[src/rtl/difgate_pkg.sv]
package difgate_pkg;
    parameter int LANES_DEF   = 7;
    parameter int RESTART_DEF = 3;

    typedef struct packed {
        logic st;
        logic t;
        logic c;
        logic oe;
    } lane_state_t;
endpackage

[src/rtl/difgate_sync.sv]
module difgate_sync #(
    parameter int STAGES = 2
) (
    input  logic clk,
    input  logic rst_n,
    input  logic din,
    output logic dout
);
    logic [STAGES-1:0] pipe_d, pipe_q;

    always_comb begin
        pipe_d = {pipe_q[STAGES-2:0], din};
    end

    always_ff @(posedge clk) begin
        if (!rst_n) pipe_q <= '1;
        else        pipe_q <= pipe_d;
    end

    assign dout = pipe_q[STAGES-1];
endmodule

[src/rtl/difgate_seq.sv]
module difgate_seq #(
    parameter int RESTART_PER = 3
) (
    input  logic clk,
    input  logic rst_n,
    input  logic ref_lvl,
    input  logic stop_n,
    output logic rise,
    output logic hold
);
    localparam int CW = (RESTART_PER < 2) ? 1 : $clog2(RESTART_PER);
    localparam logic [CW-1:0] LAST = CW'(RESTART_PER - 1);

    typedef struct packed {
        logic          refp;
        logic          pend;
        logic [CW-1:0] cnt;
    } seq_state_t;

    seq_state_t s_d, s_q;
    logic       stop_sync_n;

    difgate_sync #(.STAGES(2)) sync_i (
        .clk  (clk),
        .rst_n(rst_n),
        .din  (stop_n),
        .dout (stop_sync_n)
    );

    always_comb begin
        s_d      = s_q;
        s_d.refp = ref_lvl;
        rise     = ref_lvl & ~s_q.refp;
        hold     = ~stop_sync_n | (s_q.pend & (s_q.cnt != LAST));
        if (rise) begin
            if (!stop_sync_n) begin
                s_d.pend = 1'b1;
                s_d.cnt  = '0;
            end else if (s_q.pend) begin
                if (s_q.cnt == LAST) begin
                    s_d.pend = 1'b0;
                    s_d.cnt  = '0;
                end else begin
                    s_d.cnt = s_q.cnt + 1'b1;
                end
            end
        end
    end

    always_ff @(posedge clk) begin
        if (!rst_n) s_q <= '0;
        else        s_q <= s_d;
    end


    cnt_range_chk: assert property (@(posedge clk) disable iff (!rst_n)
        s_q.cnt <= LAST);


    idle_cnt_chk: assert property (@(posedge clk) disable iff (!rst_n)
        !s_q.pend |-> s_q.cnt == '0);
endmodule

[src/rtl/difgate_lane.sv]
module difgate_lane
    import difgate_pkg::*;
(
    input  logic clk,
    input  logic rst_n,
    input  logic ref_lvl,
    input  logic rise,
    input  logic hold,
    input  logic en_pin,
    input  logic reg_en,
    input  logic mode,
    input  logic hiz_mode,
    output logic dif_t,
    output logic dif_c,
    output logic dif_oe
);
    lane_state_t l_d, l_q;

    always_comb begin
        l_d    = l_q;
        l_d.st = rise ? (hold & mode) : l_q.st;
        l_d.t  = l_d.st | ref_lvl;
        l_d.c  = ~l_d.t;
        l_d.oe = en_pin & reg_en & ~(l_d.st & hiz_mode);
    end

    always_ff @(posedge clk) begin
        if (!rst_n) l_q <= '{st: 1'b0, t: 1'b0, c: 1'b1, oe: 1'b0};
        else        l_q <= l_d;
    end

    assign dif_t  = l_q.t;
    assign dif_c  = l_q.c;
    assign dif_oe = l_q.oe;


    dis_chk: assert property (@(posedge clk) disable iff (!rst_n)
        !$past(en_pin & reg_en) |-> !l_q.oe);


    stop_edge_chk: assert property (@(posedge clk) disable iff (!rst_n)
        !$stable(l_q.st) |-> $past(rise));


    parked_high_chk: assert property (@(posedge clk) disable iff (!rst_n)
        (l_q.oe && l_q.st && $past(l_q.st)) |-> (l_q.t && !l_q.c));


    hiz_chk: assert property (@(posedge clk) disable iff (!rst_n)
        (l_q.st && $past(hiz_mode)) |-> !l_q.oe);
endmodule

[src/rtl/difgate_top.sv]
module difgate_top
    import difgate_pkg::*;
#(
    parameter int LANES       = LANES_DEF,
    parameter int RESTART_PER = RESTART_DEF
) (
    input  logic             clk,
    input  logic             rst_n,
    input  logic             ref_lvl,
    input  logic             stop_n,
    input  logic [LANES-1:0] oe_pin,
    input  logic [LANES-1:0] reg_en,
    input  logic [LANES-1:0] stop_mode,
    input  logic             hiz_mode,
    output logic [LANES-1:0] dif_t,
    output logic [LANES-1:0] dif_c,
    output logic [LANES-1:0] dif_oe
);
    logic rise;
    logic hold;

    difgate_seq #(.RESTART_PER(RESTART_PER)) seq_i (
        .clk    (clk),
        .rst_n  (rst_n),
        .ref_lvl(ref_lvl),
        .stop_n (stop_n),
        .rise   (rise),
        .hold   (hold)
    );

    for (genvar g = 0; g < LANES; g++) begin : g_lane
        difgate_lane lane_i (
            .clk     (clk),
            .rst_n   (rst_n),
            .ref_lvl (ref_lvl),
            .rise    (rise),
            .hold    (hold),
            .en_pin  (oe_pin[g]),
            .reg_en  (reg_en[g]),
            .mode    (stop_mode[g]),
            .hiz_mode(hiz_mode),
            .dif_t   (dif_t[g]),
            .dif_c   (dif_c[g]),
            .dif_oe  (dif_oe[g])
        );
    end


    compl_chk: assert property (@(posedge clk) disable iff (!rst_n)
        (dif_oe & (dif_t ^ ~dif_c)) == '0);
endmodule

[config.mk]
export PLATFORM = sky130hd
export DESIGN_NAME = difgate_top
export DESIGN_NICKNAME = d
export VERILOG_FILES = /design/src/rtl/difgate_pkg.sv /design/src/rtl/difgate_sync.sv /design/src/rtl/difgate_seq.sv /design/src/rtl/difgate_lane.sv /design/src/rtl/difgate_top.sv
export SDC_FILE = /design/constraint.sdc
export NUM_CORES = 1
export LEC_CHECK = 0
export ABC_AREA = 1
export BUFFER_PORTS_ARGS = -buffer_cell sky130_fd_sc_hd__buf_2
export CORE_MARGIN = 5
export CORE_UTILIZATION = 47
export DETAILED_ROUTE_END_ITERATION = 16
export PLACE_DENSITY_LB_ADDON = 0.1
export SLEW_MARGIN = 10
export SYNTH_ARGS = -nofsm -noshare
export SYNTH_HDL_FRONTEND = slang
export SYNTH_SLANG_ARGS = --single-unit
[constraint.sdc]
create_clock -name clk -period 1.2 [get_ports clk]
set_clock_uncertainty 0.15 [all_clocks]
set_input_delay 0.24 -clock clk [delete_from_list [all_inputs] [get_ports clk]]
set_output_delay 0.24 -clock clk [all_outputs]
set_load 0.02 [all_outputs]
Yosys cells after proc, flatten, opt, wreduce, memory -nomap -nowiden

Index checks and enable logic that the tools add are counted.

Input port bits: 26
Output and inout port bits: 21
Word-level logic and storage cells: 102
Register bits: 34

Muxes and demuxes: 11
Reduce and logical (&&, ||, !) cells: 1
Bitwise operators: 54
Eq/ne operators: 3
Add/sub/neg operators: 1

Operator list:

| operator            | count |
|---|---|
| $and 1x1->1         | 30 |
| $not 1->1           | 16 |
| $mux 1              | 8 |
| $or 1x1->1          | 8 |
| $mux 3              | 2 |
| $add 2x1->2 const B | 1 |
| $eq 2x2->1 const B  | 1 |
| $mux 2              | 1 |
| $ne 2x1->1 const B  | 1 |
| $ne 2x2->1 const B  | 1 |
| $reduce_and 2->1    | 1 |

Longest topological paths before layout

Gate-level depths: netlist of run 1.

Depth after elaboration: 8
Depth in mapped cells: 6
Gate-level depth less buffers: 6

By module

From an unflattened synthesis of run 1, not the netlist that was laid out.

Cell total of the unflattened synthesis: 141
Area total of the unflattened synthesis: 1198.6 um^2

Modules (own cells, without submodules):

| module       | cells each | times used | seq. area each (um^2) | area each (um^2) |
|---|---|---|---|---|
| difgate_lane | 15         | 7          | 80.1                  | 135.1 |
| difgate_seq  | 30         | 1          | 80.1                  | 197.7 |
| difgate_sync | 6          | 1          | 40.0                  | 55.1 |

Worst setup path after synthesis of run 1

OpenSTA, ideal clock, no wires.

Kind: input-to-reg
From: input port ref_lvl
To: register g_lane[0].lane_i.l_q (netlist bit g_lane[0].lane_i.dif_oe)
Library setup time: 0.116 ns
Path slack: 0.136 ns
Required time: 0.934 ns
Buffers on the path: 1
Cell stages on the path: 6
Arrival: 0.798 ns
Cells stage by stage: buf_4 > inv_2 > nor2_4 > nand4_1 > nand2_1 > a21oi_1

Longest elaborated chain between the ends: 5

Ends and longest elaborated chain:

| item                 | line               | RTL |
|---|---|---|
| from (decl)          | difgate_top.sv:9   | `input logic ref_lvl,` |
| $and 1x1->1          | difgate_seq.sv:33  | `rise = ref_lvl & ~s_q.refp;` |
| $mux 1               | difgate_lane.sv:21 | `l_d.st = rise ? (hold & mode) : l_q.st;` |
| $and 1x1->1          | difgate_lane.sv:24 | `l_d.oe = en_pin & reg_en & ~(l_d.st & hiz_mode);` |
| $not 1->1            | difgate_lane.sv:24 |  |
| $and 1x1->1          | difgate_lane.sv:24 |  |
| to (signal assigned) | difgate_lane.sv:28 | `if (!rst_n) l_q <= '{st: 1'b0, t: 1'b0, c: 1'b1, oe: 1'b0};` |
| to (signal assigned) | difgate_lane.sv:29 | `else l_q <= l_d;` |
| to (decl)            | difgate_lane.sv:17 | `lane_state_t l_d, l_q;` |

Every way passes these cells.
A chain may end at the register's enable or synchronous reset.

Final worst setup path of run 1

From: register g_lane[6].lane_i.l_q (netlist bit g_lane[6].lane_i.dif_oe)
To: output port dif_oe[6]

RTL lines:

| item                   | line               | RTL |
|---|---|---|
| from (decl)            | difgate_lane.sv:17 |  |
| from (signal assigned) | difgate_lane.sv:28 |  |
| from (signal assigned) | difgate_lane.sv:29 |  |
| to (decl)              | difgate_top.sv:17  | `output logic [LANES-1:0] dif_oe` |

No word-level cell between the ends.

==> impl_metrics.json, run 1 <==
{
  "io_pins": 47,
  "ys_seq_area_share_pct": 54.3,
  "fin_crit_ns": 1.18,
  "worst-setup-path-type": "reg2out",
  "insertedDiodeCount": 0,
  "initial_core_util_pct": 49.7,
  "post_cts.repair.setup_buffers": 0,
  "syn_area_um2": 1250,
  "drv_slew": 0,
  "syn_area_per_cell_um2": 9.02,
  "io_buffers": 46,
  "via_count": 1013,
  "dp_hpwl_um": 1880,
  "coreArea_um2": 2520,
  "finalHoldViolations": 0,
  "routed_wirelength_um": 2740,
  "cts_buffers": 5,
  "worstPathArrival_ns": 0.79,
  "synthTopCellsByCount": "dfxtp_1 (34), buf_4 (22), nand2_1 (20)",
  "final.setup.tns_ns": 0,
  "die_x_um": 61.6,
  "synth_compound_area_share_pct": 11.0,
  "grt_max_degree": 12,
  "die_h_um": 61.6,
  "fin_area_um2": 1760,
  "clk_pin_slew_ns": 0.10,
  "cp.required_ns": 0.81,
  "first_pass_iters": 4,
  "synth_top_area_share_pct": 54.3,
  "cts-root-buf": "clkbuf_4",
  "cts_tree": "built",
  "grt_pass1_wl_um": 3970,
  "async_flop_share_pct": 0,
  "hp-class": "in2reg",
  "htree_levels": 2,
  "place_congestion": 0.742,
  "fmax_mhz": 847,
  "end_kind": "output port",
  "p_sw_share_pct": 23.7,
  "status": "finished clean",
  "max_cap_viol_count": 0,
  "grt_pass1_vias": 926,
  "ir_drop_v": 0.00121,
  "p_clk_share_pct": 33.4,
  "drive_above_1_share_pct": 47.0,
  "cpLargestDelayFamily": "flip-flops",
  "synth_top_family_by_area": "buffers and inverters",
  "numClockSinks": 34,
  "internal-power_mw": 1.74,
  "synthSimpleGateAreaFrac_pct": 16.9,
  "synth_edf_count": 0,
  "crit_fanout": 1,
  "syn_to_final_growth_pct": 40.2,
  "clockBufferDepth": 2,
  "worstSkewPairLatency_ns": 0.33,
  "rsz0062_at_grt": "true",
  "yosys_warnings": 0,
  "wl_per_cell_um": 12.8,
  "syn_inst": 139,
  "regArea_um2": 708,
  "die_area_um2": 3800,
  "p_seq_share_pct": 53.1,
  "synth_area_leader_cell": "dfxtp_1",
  "gr-total-overflow": 0,
  "dr.first_iter.drc_count": 21,
  "p_comb_share_pct": 13.5,
  "relSlewSlack_pct": 84.6,
  "multiInputGateArea_um2": 375,
  "placed_cells": 193,
  "p_switching_uw": 540,
  "yosys-mux-area-fraction_pct": 0,
  "path_buf_inv": 1,
  "p_leak_nw": 0.833,
  "grt.total_usage_pct": 15.1,
  "finalCritPeriodShare_pct": 98.4,
  "synth_xor_area_share_pct": 0,
  "synth_cell_types": 18,
  "final_core_utilization_pct": 69.7,
  "grt_antenna_before_repair": 0,
  "synthMostInstantiatedCell": "dfxtp_1",
  "cpMaxStageDelayCell": "dfxtp_2",
  "layoutNonFillerInstCount": 215,
  "crit_path_cell_trace": "buf_6",
  "antenna_left": 0,
  "rows": 18,
  "finalSetupViolCount": 0,
  "ys_seq_elements": 34,
  "r2r_slack_ns": 0.08,
  "cpPeakStageDelay_ns": 0.33,
  "power_density_nw_per_um2": 1300,
  "finalNetCount": 210,
  "drc_errors": 0,
  "cp-start-kind": "flip-flop",
  "ys.flop_type": "dfxtp_1",
  "fillCellCount": 199,
  "holdCritStartpoint": "oe_pin[3]",
  "syn_nets": 165,
  "dpl_cell_area_um2": 1360,
  "viasPerCell": 4.71,
  "rr_startpoint": "seq_i.s_q[2]",
  "worstMarginPinSlew_ns": 0.229,
  "synth.area.top_cells": "dfxtp_1 (54%), buf_4 (13%), a21oi_1 (6.4%)",
  "synth-adder-area-share_pct": 0,
  "crit_start": "g_lane[6].lane_i.dif_oe"
}
-- power groups by stage --
stage               sequential (mW)  clock [mW]  combinational, mW
global placement               1.22           0              0.223
finish                         1.21       0.763              0.308
floorplan                      1.22           0              0.179
CTS                            1.20       0.775              0.269
detailed placement             1.22           0              0.226
global route                   1.21       0.819              0.335
-- layout make-up --
class / count / area share, %
multi-input combinational: 68 / 21.4
tap: 30 / 2.14
inverter: 13 / 2.78
clock buffer: 8 / 4.48
timing repair buffer: 62 / 29.0
sequential: 34 / 40.3
-- routing by layer --
| layer | track usage (%) | vias to the layer above | wire length (µm) | share of wire, % |
|---|---|---|---|---|
| li1 | - | 527 | - | - |
| met1 | 16.5 | 453 | 1040 | 38 |
| met2 | 25.6 | 28 | 1470 | 54 |
| met3 | 6.29 | 5 | 185 | 6.7 |
| met4 | 6.36 | 0 | 47 | 1.7 |
| met5 | 0 | - | 0 | 0 |
-- worst paths after layout --
check / to / cells past startpoint
worst max-delay path: dif_oe[6] / 1
worst min-delay path: g_lane[3].lane_i.dif_oe / 3
worst min register to register: seq_i.sync_i.pipe_q[1] / 1
worst max register to register: g_lane[5].lane_i.dif_oe / 5
-- worst min-delay path: stages --
cell and delay [ns]:
buf_2 0.09, nand3_1 0.08, a21oi_1 0.04
-- sequential cells by signal (all words and copies together), names as in the netlist --
signal,count
seq_i.sync_i.pipe_q,2
g_lane.lane_i.l_q,7
g_lane.lane_i.dif_t,7
g_lane.lane_i.dif_oe,7
seq_i.s_q,4
g_lane.lane_i.dif_c,7
-- logic make-up after synthesis --
logic type	Yosys count
AO/OA/AOI/OAI	26
AND/OR/NAND/NOR	42
flip-flops	34
buffers and inverters	37
-- what timing repair did --
action                                  CTS  global route
endpoints found under the hold margin     8             0
hold buffers                             14             0
endpoints found under the setup margin   11            33
resized for setup                        10            58
pin swaps                                 0             4
-- stage by stage --
step	hold WS [ns]	worst slack [ns]	power [mW]
2_1_floorplan	0.182	0.136	1.40
3_5_place_dp	0.254	-0.00572	1.45
5_1_grt	0.0129	-0.0113	2.37
3_3_place_gp	0.241	0.00348	1.44
6_report	0.00620	0.0191	2.28
4_1_cts	0.0116	0.000980	2.24
-- cells in the final DEF, fill, tap and decap left out, types with 5 or more instances in the layout --
master / netlist / final
a21oi_1: 16 / 15
clkbuf_4: 0 / 5
buf_6: 0 / 19
dfxtp_2: 0 / 19
nand2_1: 20 / 19
inv_1: 10 / 8
inv_2: 3 / 5
buf_2: 2 / 25
nand4_1: 7 / 7
dfxtp_1: 34 / 14
o21ai_1: 7 / 7
dlygate4sd3_1: 0 / 14
nand3_1: 8 / 8
(Power assumes the default switching activity.)
==> run 2, diff against run 1 <==
clock period = 1.3 ns   (was 1.2 ns; I/O delays follow)
==> run 2 against run 1 <==
Effect of this change:
- setup slack improved by 0.069 ns
- count of clock-buffer cells in the layout down 1
- combinational power down 30%
- core utilization is 11 points lower
- clock power fell by 23%
- critical path type is now reg2reg
- largest power group unchanged
- highest routed layer unchanged
==> impl_metrics.json, run 2 (synthesis results as in run 1) <==
{
  "status": "finished clean",
  "max_cap_viol_count": 0,
  "cts-root-buf": "clkbuf_4",
  "crit_fanout": 8,
  "insertedDiodeCount": 0,
  "regArea_um2": 681,
  "clockBufferDepth": 2,
  "die_area_um2": 3800,
  "dp_hpwl_um": 1810,
  "fin_crit_ns": 1.21,
  "holdWs_ns": 0.0106,
  "internal-power_mw": 1.44,
  "finalHoldViolations": 0,
  "cts_tree": "built",
  "cpPeakStageDelay_ns": 0.46,
  "p_switching_uw": 468,
  "via_count": 985,
  "finalSetupViolCount": 0,
  "p_sw_share_pct": 24.6,
  "cp.required_ns": 1.41,
  "relSlewSlack_pct": 83.9,
  "finalNetCount": 201,
  "io_buffers": 46,
  "p_seq_share_pct": 57.8,
  "cpLargestDelayFamily": "flip-flops",
  "power_mw": 1.91,
  "dpl_cell_area_um2": 1360,
  "syn_to_final_growth_pct": 17.6,
  "hp-class": "in2reg",
  "clk_pin_slew_ns": 0.09,
  "cpMaxStageDelayCell": "dfxtp_1",
  "finalCritPeriodShare_pct": 93.2,
  "coreArea_um2": 2520,
  "antenna_left": 0,
  "routed_wirelength_um": 2360,
  "first_pass_iters": 4,
  "die_h_um": 61.6,
  "io_pins": 47,
  "crit_path_cell_trace": "nand3_2 -> nand4_1 -> nand2_1 -> a21oi_1",
  "gr-total-overflow": 0,
  "place_congestion": 0.761,
  "fin_area_um2": 1470,
  "drv_slew": 0,
  "worst-setup-path-type": "reg2reg",
  "rsz0062_at_grt": "false",
  "post_cts.repair.setup_buffers": 0,
  "htree_levels": 2,
  "grt_pass1_vias": 872,
  "post-place-ws_ns": 0.0830,
  "layout_commonest_cell": "buf_2",
  "fmax_mhz": 825,
  "ir_drop_v": 0.00104,
  "grt_antenna_before_repair": 0,
  "p_comb_share_pct": 11.4,
  "initial_core_util_pct": 49.7,
  "dr.first_iter.drc_count": 9,
  "grt_pass1_wl_um": 3630,
  "wl_per_cell_um": 11.5,
  "viasPerCell": 4.78,
  "worstPathArrival_ns": 1.32,
  "worst_slack_ns": 0.0881,
  "power_density_nw_per_um2": 1290,
  "end_kind": "flip-flop",
  "final.setup.tns_ns": 0,
  "p_clk_share_pct": 30.8,
  "grt.total_usage_pct": 13.6,
  "die_x_um": 61.6,
  "final_cell_mix": "buf_2 (46), dfxtp_1 (34), nand2_1 (19)",
  "path_buf_inv": 0,
  "grt_max_degree": 12,
  "drc_errors": 0,
  "worstSkewPairLatency_ns": 0.32,
  "numClockSinks": 34,
  "cp-start-kind": "flip-flop",
  "cts_buffers": 5,
  "worstMarginPinSlew_ns": 0.242,
  "rows": 18,
  "fillCellCount": 242,
  "p_leak_nw": 0.746,
  "drive_above_1_share_pct": 35.8,
  "multiInputGateArea_um2": 352
}
run 2: cell count changes in the layout (fill, tap and decap cells not counted), sizes merged:
cell         change
dlygate4sd3      -9
clkbuf           -1
clkinv           +1
run 2: path summary, 6_finish.rpt:
kind                                from                 endpoint  slack, ns  cells past startpoint
setup / recovery  seq_i.sync_i.pipe_q[1]  g_lane[3].lane_i.dif_oe       0.09                      4
hold / removal                 reg_en[5]  g_lane[5].lane_i.dif_oe       0.01                      3
setup reg to reg  seq_i.sync_i.pipe_q[1]  g_lane[3].lane_i.dif_oe       0.09                      4
hold reg to reg   seq_i.sync_i.pipe_q[0]   seq_i.sync_i.pipe_q[1]       0.27                      1
run 2: power by group through the flow:
stage          Sequential [mW]  Clock [mW]  Combinational [mW]
6_report                  1.10       0.587               0.217
2_1_floorplan             1.12           0               0.165
5_1_grt                   1.11       0.652               0.242
4_1_cts                   1.10       0.608               0.215
3_5_place_dp              1.13           0               0.208
3_3_place_gp              1.13           0               0.205
run 2: routing by layer:
layer | vias up | global-route usage, % | part of all wire, %
met3 | 5 | 5.24 | 7.4
met1 | 438 | 15.6 | 40
met4 | 0 | 8.79 | 1.6
li1 | 513 | - | -
met5 | - | 0 | 0
met2 | 29 | 20.9 | 51
run 2: timing repair:
item	4_1_cts	5_1_grt
endpoints found under the setup margin	0	8
hold endpoints to repair	3	2
hold buffers	3	2
resized for setup	0	1
run 2: area by class of cell:
| cell class | instances | area share [%] |
|---|---|---|
| sequential | 34 | 46.2 |
| clock buffer | 7 | 3.74 |
| inverter | 13 | 3.31 |
| multi-input combinational | 68 | 23.9 |
| clock inverter | 1 | 0.340 |
| tap | 30 | 2.55 |
| timing repair buffer | 53 | 20.0 |
run 2: through the flow:
step | util (%) | std cells
floorplan | - | 139
finish | 58.4 | 206
global placement | 54.0 | 193
detailed placement | 54.0 | 193
CTS | 57.5 | 204
global route | 58.4 | 206
run 2: worst register-to-register path, stage by stage, from the launching register on:
cell and delay, ns:
dfxtp_1 0.46, nand3_2 0.19, nand4_1 0.14, nand2_1 0.08, a21oi_1 0.12
